$ cat config.mk
export PLATFORM = sky130hd
export DESIGN_NAME = refresh_admit_filter
export DESIGN_NICKNAME = d
export VERILOG_FILES = /design/src/rtl/refresh_admit_filter.sv
export SDC_FILE = /design/constraint.sdc
export NUM_CORES = 1
export LEC_CHECK = 0
export CORE_MARGIN = 1
export CORE_UTILIZATION = 35
export CTS_CLUSTER_SIZE = 25
export DETAILED_ROUTE_END_ITERATION = 8
export GPL_TIMING_DRIVEN = 0
export PLACE_DENSITY = 0.7
export SLEW_MARGIN = 20
export SYNTH_ARGS = -nofsm -noshare
export SYNTH_HDL_FRONTEND = slang
export SYNTH_SLANG_ARGS = --single-unit
$ cat constraint.sdc
create_clock -name clk -period 4.1 [get_ports clk]
set_input_delay 1.025 -clock clk [delete_from_list [all_inputs] [get_ports clk]]
set_output_delay 1.025 -clock clk [all_outputs]
set_load 0.01 [all_outputs]
$ cat src/rtl/refresh_admit_filter.sv
module refresh_admit_filter #(
  parameter int RANK_W = 6
) (
  input  logic              clk,
  input  logic              rst_n,
  input  logic              ref_start,
  input  logic              ref_done,
  input  logic [RANK_W-1:0] ref_rank,
  input  logic [2:0]        mode,
  input  logic              en_a,
  input  logic              en_b,
  input  logic              qa_in_valid,
  input  logic [RANK_W-1:0] qa_in_rank,
  output logic              qa_in_ready,
  output logic              qa_out_valid,
  input  logic              qa_out_ready,
  output logic              qa_stall,
  input  logic              qb_in_valid,
  input  logic [RANK_W-1:0] qb_in_rank,
  output logic              qb_in_ready,
  output logic              qb_out_valid,
  input  logic              qb_out_ready,
  output logic              qb_stall
);
  localparam int D_B  = RANK_W - 1;
  localparam int M1_B = RANK_W - 2;
  localparam int M2_B = RANK_W - 3;
  localparam int S2_B = 2;
  localparam int S1_B = 1;
  localparam int S0_B = 0;

  function automatic logic [2:0] key_of(input logic [2:0] md, input logic [RANK_W-1:0] r);
    case (md)
      3'd0:    key_of = {r[S2_B], r[S1_B], r[S0_B]};
      3'd1:    key_of = {r[M2_B], r[S2_B], r[S1_B]};
      3'd2:    key_of = {r[D_B],  r[S2_B], r[S1_B]};
      3'd3:    key_of = {r[D_B],  r[M2_B], r[S2_B]};
      3'd4:    key_of = {r[D_B],  r[M2_B], r[M1_B]};
      default: key_of = 3'd0;
    endcase
  endfunction

  logic              active;
  logic [RANK_W-1:0] held_rank;

  always_ff @(posedge clk) begin
    if (!rst_n) begin
      active    <= 1'b0;
      held_rank <= '0;
    end else if (ref_start) begin
      active    <= 1'b1;
      held_rank <= ref_rank;
    end else if (ref_done) begin
      active    <= 1'b0;
    end
  end

  logic       live;
  logic [2:0] held_key;
  logic       blk_a, blk_b;

  assign live     = active && (mode <= 3'd4);
  assign held_key = key_of(mode, held_rank);
  assign blk_a    = en_a && live && (key_of(mode, qa_in_rank) == held_key);
  assign blk_b    = en_b && live && (key_of(mode, qb_in_rank) == held_key);

  assign qa_out_valid = qa_in_valid && !blk_a;
  assign qa_in_ready  = qa_out_ready && !blk_a;
  assign qa_stall     = qa_in_valid && blk_a;

  assign qb_out_valid = qb_in_valid && !blk_b;
  assign qb_in_ready  = qb_out_ready && !blk_b;
  assign qb_stall     = qb_in_valid && blk_b;
endmodule

[Word-level counts from Yosys, hierarchy flattened]
Index checks and enable logic that the tools add are counted.
Operators by class
  reductions and logical operators: 15
  muxes and demuxes: 5
  equality and inequality tests: 6
  $lt $le $gt $ge: 1
Operator list (number)
  3-bit case mux with 5 select lines: 3
  1-bit logical AND: 11
  3-bit by 2-bit equality test with 1-bit output, second input constant: 2
  3-bit equality test: 2
  3-bit by 1-bit equality test with 1-bit output, second input constant: 1
  3-bit equality test, second input constant: 1
  3-bit less-or-equal comparator, second input constant: 1
  3-bit logical NOT: 1
  1-bit logical NOT: 2
  1-bit two-way mux: 2
  2-bit nonzero test: 1
Word-level totals
  register bits after elaboration: 7
  input bits: 31

[Longest topological paths before layout]
Gate-level depths: netlist of run 1.
  depth in word-level cells: 6
  mapped depth: 7
  depth with buffers taken out: 5

[Worst setup path after synthesis of run 1]
No wires, ideal clock.
  path type: input -> output
  start: in mode[2]
  end: out qb_stall
  path buffers: 2
  path slack: 0.840 ns
  data arrival time: 2.235 ns
  stages on the path: 7
  required time: 3.075 ns
  path through: buf_4 > buf_6 > mux2i_1 > o211ai_1 > and3_1 > nor3_1 > and4_1
Between the ends
  longest elaborated chain between the ends: 5
RTL lines
  start: declaration: RTL line 9  | input logic [2:0] mode,
  3-bit equality test (tied with other cells): RTL line 33  | case (md)
  3-bit case mux with 5 select lines or 1-bit logical AND (tied branches): RTL line 33, 62
  3-bit equality test or 1-bit logical AND (tied branches): RTL line 65  | assign blk_b = en_b && live && (key_of(mode, qb_in_rank) == held_key);
  1-bit logical AND (*): RTL line 65
  1-bit logical AND (*): RTL line 73  | assign qb_stall = qb_in_valid && blk_b;
  end: declaration: RTL line 23  | output logic qb_stall
Every way passes the cells marked *; elsewhere a longest branch is shown, timed or not.

[Worst setup path in the final report of run 1]
  start: in mode[0]
  end: out qb_out_valid
Between the ends
  longest elaborated chain between the ends: 6
RTL lines
  3-bit equality test (tied with other cells): RTL line 33
  3-bit case mux with 5 select lines or 1-bit logical AND (tied branches): RTL line 33, 62
  3-bit equality test or 1-bit logical AND (tied branches): RTL line 65
  1-bit logical AND (*): RTL line 65
  1-bit logical NOT (*): RTL line 71  | assign qb_out_valid = qb_in_valid && !blk_b;
  1-bit logical AND (*): RTL line 71
  end: declaration: RTL line 21  | output logic qb_out_valid,
Marked as above.

==> impl_metrics.csv, run 1 <==
group,metric,value,unit
status,status,"complete, no violations",
pwr,finalPower,250,µW
finish,layout_common_cells,"27 x clkdlybuf4s50_1, 13 x mux2i_1, 11 x inv_1, 7 x nor2b_1, 7 x dfxtp_1",
setup_path,critical_path_class,"input pin to primary output",
drt,first_pass_iters,6,
sta,hold_viol_final,0,
pwr,power-per-cell-area,189,mW/mm²
clocking,htreeDepth,1,
setup_path,worstSetupEndpointType,"primary output",
synth,ys_types,35,
drt,postRouteAntennaNets,0,
floorplan,initial_utilization,0.368,
sta,min_period,3.98,ns
finish,drive_gt1_frac,0.179,
pwr,clockPowerShare,0.252,
sta,slew_viol_final,0,
pwr,internal-power,171,µW
finish,area_delta_synth_final,63.7,%
place,gp_congestion,0.754,
sta,setup-tns-final,0,ns
synth,synth_edf_count,0,
sta,rsz0062_at_grt,"yes",
worst_hold_path,hold_path_class,"register to register",
sta,fin_skew,0,ns
sta,max_freq,0.251,GHz
global_route,grt_max_degree,11,
drt,vias_per_cell,5.29,
synth,syn_nets,136,
clocking,clk_pin_slew,0.05,ns
sta,worst_pin_slew,0.478,ns
clocking,numCtsBuffers,3,
synth,yosysSeqAreaShare,0.174,
finish,nNetsFinal,177,
floorplan,rows,17,
pwr,comb_power_share,0.444,
synth,ys_seq_elements,7,
drt,routed_wl,2250,µm
global_route,grt.total_usage,0.198,
synth,ys_warn_count,0,
drt,wl_per_cell,13.0,µm
floorplan,dieWidth,50.0,µm
clocking,clockRootBuffer,"clkbuf_4",
floorplan,fp.coreArea,0.00219,mm²
pwr,p_sw_frac,0.314,
setup_path,crit_path_max_fanout,5,
setup_path,critical_path_arrival,2.96,ns
clocking,clk_latency,0.25,ns
pwr,p_sw,78.5,µW
clocking,clock_path_buffers,2,
synth,ys.flop_type,"dfxtp_1",
place,dp_hpwl,1740,µm
drt,vias,916,
synth,synth_area,806,µm²
synth,synth_cells,105,
drt,drtIter0Drc,13,
pwr,ir_drop,0.000175,V
clocking,cts_tree,"done",
run,drv_cap,0,
pwr,p_leak,0.000575,µW
sta,period_share,0.972,
finish,n_antenna_cell,0,
global_route,grt_pass1_vias,944,
setup_path,crit_path_start_kind,"input pin",
floorplan,ioPinCount,37,
finish,mostFrequentLayoutCell,"clkdlybuf4s50_1",
global_route,grt_pass1_wl,3840,µm
setup_path,required,3.07,ns
global_route,antenna_found_initial,0,
sta,max_slew_margin,0.681,
sta,setup_viol,0,
pwr,pwr-share-seq,0.305,
place,portBuffers,34,
drt,drcViolationCount,0,
global_route,overflow,0,
floorplan,die_height,50.0,µm
clocking,cts.sinks,7,
synth,async_flop_share,0,
floorplan,dieArea,0.00250,mm²
synth,syn_area_per_cell,7.67,µm²
-- cell usage after synthesis (all sizes together) (3+ instances only) --
| library cell | count | area [µm²] |
|---|---|---|
| mux2i | 14 | 140 |
| inv | 11 | 41.3 |
| dfxtp | 7 | 140 |
| nor2b | 7 | 43.8 |
| nand3 | 6 | 30.0 |
| nor2 | 6 | 22.5 |
| a31oi | 5 | 31.3 |
| buf | 5 | 38.8 |
| nor3 | 5 | 25.0 |
| nand2 | 4 | 15.0 |
| o211ai | 4 | 30.0 |
| o21ai | 3 | 18.8 |
| o32ai | 3 | 26.3 |
-- kinds of logic (layout without fill, tap and decap cells) --
group	Yosys count	count (layout)	synth area share
xor+xnor	3	3	0.0326
buf+inv	17	57	0.104
simple gates	40	40	0.275
flops	7	7	0.174
mux	16	16	0.207
compound gates	22	22	0.208
-- area by class of cell --
type / count / area [µm²]
Fill cell: 208 / 872
Multi-Input combinational cell: 81 / 664
Timing Repair Buffer: 36 / 359
Sequential cell: 7 / 140
Buffer: 6 / 52.6
Inverter: 11 / 41.3
Tap cell: 28 / 35.0
Clock buffer: 4 / 26.3
-- repair_timing --
action	CTS	global route
gates resized for setup	19	8
pin swaps	4	1
hold buffers	0	0
setup buffers	0	2
setup endpoints to repair	6	4
-- power groups by stage --
| stage | Combinational, µW | Clock, µW | Sequential, µW |
|---|---|---|---|
| finish | 111 | 62.9 | 76.1 |
| global route | 121 | 68.0 | 76.6 |
| CTS | 106 | 63.8 | 76.0 |
| detailed placement | 99.3 | 0 | 77.2 |
| global placement | 97.0 | 0 | 77.1 |
| floorplan | 54.4 | 0 | 76.0 |
-- metal layers --
metal	GRT usage	share of wire	vias to the layer above
met3	0.0185	0.060	6
li1	-	-	464
met1	0.214	0.44	403
met5	0	0	-
met4	0.138	0.021	0
met2	0.356	0.48	43
-- registers in the layout (all words and copies together), names as in the netlist --
register and flops:
held_rank 6, active 1
-- worst paths after layout --
check	startpoint	end	slack (ns)	cells past startpoint
worst max-delay path	mode[0]	qb_out_valid	0.12	7
worst max register to register	active	active	3.36	2
worst min register to register	held_rank[0]	held_rank[0]	0.53	2
worst min-delay path	held_rank[0]	held_rank[0]	0.53	2
-- worst max-delay path: stages --
cell and delay [ns]:
clkdlybuf4s18_2 0.26, mux2_2 0.38, a221oi_4 0.28, and3_1 0.23, nor3_2 0.06, a31oi_1 0.16
clkdlybuf4s50_1 0.55
-- through the flow --
stage / instances / instance area [µm²] / hold slack (ns) / utilization / setup WS (ns)
CTS: 171 / 1270 / 0.527 / 0.580 / 0.0287
global route: 173 / 1320 / 0.558 / 0.602 / -0.00445
finish: 173 / 1320 / 0.525 / 0.602 / 0.116
floorplan: 105 / 806 / 0.482 / - / 0.840
detailed placement: 167 / 1180 / 0.511 / 0.539 / -0.392
global placement: 167 / 1180 / 0.497 / 0.539 / -0.362
(Power assumes the default switching activity.)
==> inputs of run 2 (changes only) <==
Settings changed: CORE_MARGIN 1 to 10, CTS_BUF_LIST set to sky130_fd_sc_hd__clkbuf_4.
==> run 2 against run 1 <==
Cell count is the same. Clock-buffer cell count is the same. Global-route usage shrank 9.2 points. Setup slack lost 0.025 ns. Non-clock buffer count is the same. Sequential share of layout area grew 0.21 points. Routed wire length grew 8.6%. Largest cell class unchanged. First-iteration DRC count grew to 3.7 times the previous value. Via count shrank 2.4%. Total power grew 1.1%. Register-to-register slack gained 0.02 ns. Sequential power is essentially flat.
==> impl_metrics.csv, run 2 (synthesized netlist as in run 1, its figures left out) <==
group,metric,value,unit
global_route,grt_max_degree,11,
clocking,cts.sinks,7,
setup_path,worstSetupEndpointType,"primary output",
drt,first_pass_iters,4,
sta,period_share,0.978,
setup_path,critical_path_arrival,2.98,ns
sta,setup_viol,0,
clocking,htreeDepth,1,
global_route,grt_pass1_vias,929,
clocking,clock_path_buffers,2,
setup_path,path_cells,"clkdlybuf4s15_2 > mux2_2 > a221oi_4 > and3_1 > nor3_2 > a31oi_1 > clkdlybuf4s50_1",
finish,drive_gt1_frac,0.166,
sta,max_freq,0.249,GHz
floorplan,dieWidth,68.0,µm
floorplan,initial_utilization,0.364,
drt,postRouteAntennaNets,0,
clocking,clk_pin_slew,0.05,ns
setup_path,crit_path_max_fanout,5,
finish,n_antenna_cell,0,
drt,routed_wl,2440,µm
finish,top_register,"held_rank",
global_route,grt.total_usage,0.107,
floorplan,ioPinCount,37,
status,status,"complete, no violations",
drt,drtIter0Drc,48,
sta,max_slew_margin,0.700,
pwr,power-per-cell-area,195,mW/mm²
floorplan,fp.coreArea,0.00221,mm²
clocking,holdBufCountCts,0,
drt,vias_per_cell,5.17,
clocking,cts_tree,"done",
finish,area_delta_synth_final,60.6,%
finish,final_util,0.585,
setup_path,crit_slowest_cell,"clkdlybuf4s50_1",
pwr,p_sw,74.7,µW
setup_path,critPathBufInv,2,
place,dp_hpwl,2070,µm
setup_path,slowest_delay,0.56,ns
clocking,clk_latency,0.25,ns
finish,nNetsFinal,177,
pwr,p_sw_frac,0.296,
finish,stdcell_area,0.00129,mm²
sta,min_period,4.01,ns
setup_path,crit_path_start_kind,"input pin",
clocking,clockRootBuffer,"clkbuf_4",
pwr,ir_drop,0.000175,V
setup_path,critPathTopFamily,"buffers and inverters",
drt,drcViolationCount,0,
finish,layout_common_cells,"27 x clkdlybuf4s50_1, 14 x mux2i_1, 11 x inv_1, 7 x nor2b_1, 7 x dfxtp_1",
pwr,internal-power,178,µW
finish,largest_reg_flops,6,
setup_path,critical_path_class,"input pin to primary output",
sta,slew_viol_final,0,
finish,mostFrequentLayoutCell,"clkdlybuf4s50_1",
global_route,antenna_found_initial,0,
clocking,numCtsBuffers,3,
pwr,comb_power_share,0.432,
sta,hold_viol_final,0,
pwr,pwr-share-seq,0.300,
place,portBuffers,34,
drt,wl_per_cell,14.1,µm
sta,fin_skew,0,ns
floorplan,dieArea,0.00462,mm²
global_route,overflow,0,
finish,top_regs,"held_rank (6), active (1)",
sta,worst_pin_slew,0.450,ns
sta,rsz0062_at_grt,"no",
setup_path,required,3.07,ns
run,drv_cap,0,
global_route,grt_pass1_wl,3990,µm
place,placed_area,0.00118,mm²
pwr,clockPowerShare,0.268,
floorplan,die_height,68.0,µm
floorplan,rows,17,
worst_hold_path,hold_path_class,"register to register",
sta,fin_hold_ws,0.529,ns
place,gp_congestion,0.761,
pwr,p_leak,0.000574,µW
drt,vias,894,
==> run 2: cell types whose count changed in the layout (fill, tap and decap cells not counted), sizes merged <==
cell and delta:
clkdlybuf4s15 +1, clkdlybuf4s18 -1, dlygate4sd2 +1, dlymetal6s2s -1
==> run 2: stage by stage <==
step / cells / TNS, ns / total power, µW / setup slack (ns)
after floorplan: 105 / 0 / 130 / 0.840
after global placement: 167 / -1.77 / 174 / -0.437
after detailed placement: 167 / -1.97 / 176 / -0.468
after CTS: 172 / 0 / 250 / 0.0596
after global routing: 173 / 0 / 271 / 0.0291
final: 173 / 0 / 253 / 0.0907
==> run 2: power groups by stage <==
stage | clock, µW | sequential, µW | combinational (µW)
floorplan | 0 | 76.0 | 54.4
finish | 67.7 | 75.8 | 109
CTS | 70.3 | 75.9 | 104
global route | 75.0 | 76.5 | 120
detailed placement | 0 | 77.2 | 99.2
global placement | 0 | 77.1 | 97.2
==> run 2: final cells by class <==
type                    instances  area, µm²
repair buffers                 36        357
well taps                      28       35.0
multi-input cells              81        638
flip-flops and latches          7        140
clock buffers                   4       30.0
plain buffers                   6       52.6
inverters                      11       41.3
fillers                       209        918
==> run 2: what timing repair did <==
| item | CTS | global route |
|---|---|---|
| pin swaps | 3 | 3 |
| endpoints found under the setup margin | 6 | 3 |
| setup buffers | 1 | 1 |
| resized for setup | 15 | 7 |
==> run 2: worst paths after layout <==
kind	startpoint	to	slack [ns]	cells after the start
setup / recovery	mode[0]	qa_out_valid	0.09	7
hold / removal	held_rank[0]	held_rank[0]	0.53	2
setup reg to reg	active	active	3.38	2
hold reg to reg	held_rank[0]	held_rank[0]	0.53	2
==> run 2: layer usage <==
| layer | up-vias | global-route usage | routed length [µm] |
|---|---|---|---|
| met3 | 2 | 0.0326 | 237 |
| met1 | 388 | 0.128 | 1150 |
| met5 | - | 0 | 0 |
| met4 | 0 | 0.0377 | 4 |
| met2 | 34 | 0.176 | 1050 |
| li1 | 470 | - | - |
==> run 2: worst reg2reg max path: stages (launching register included) <==
cell	delay, ns
dfxtp_1	0.33
nor2b_1	0.13
o21a_1	0.15
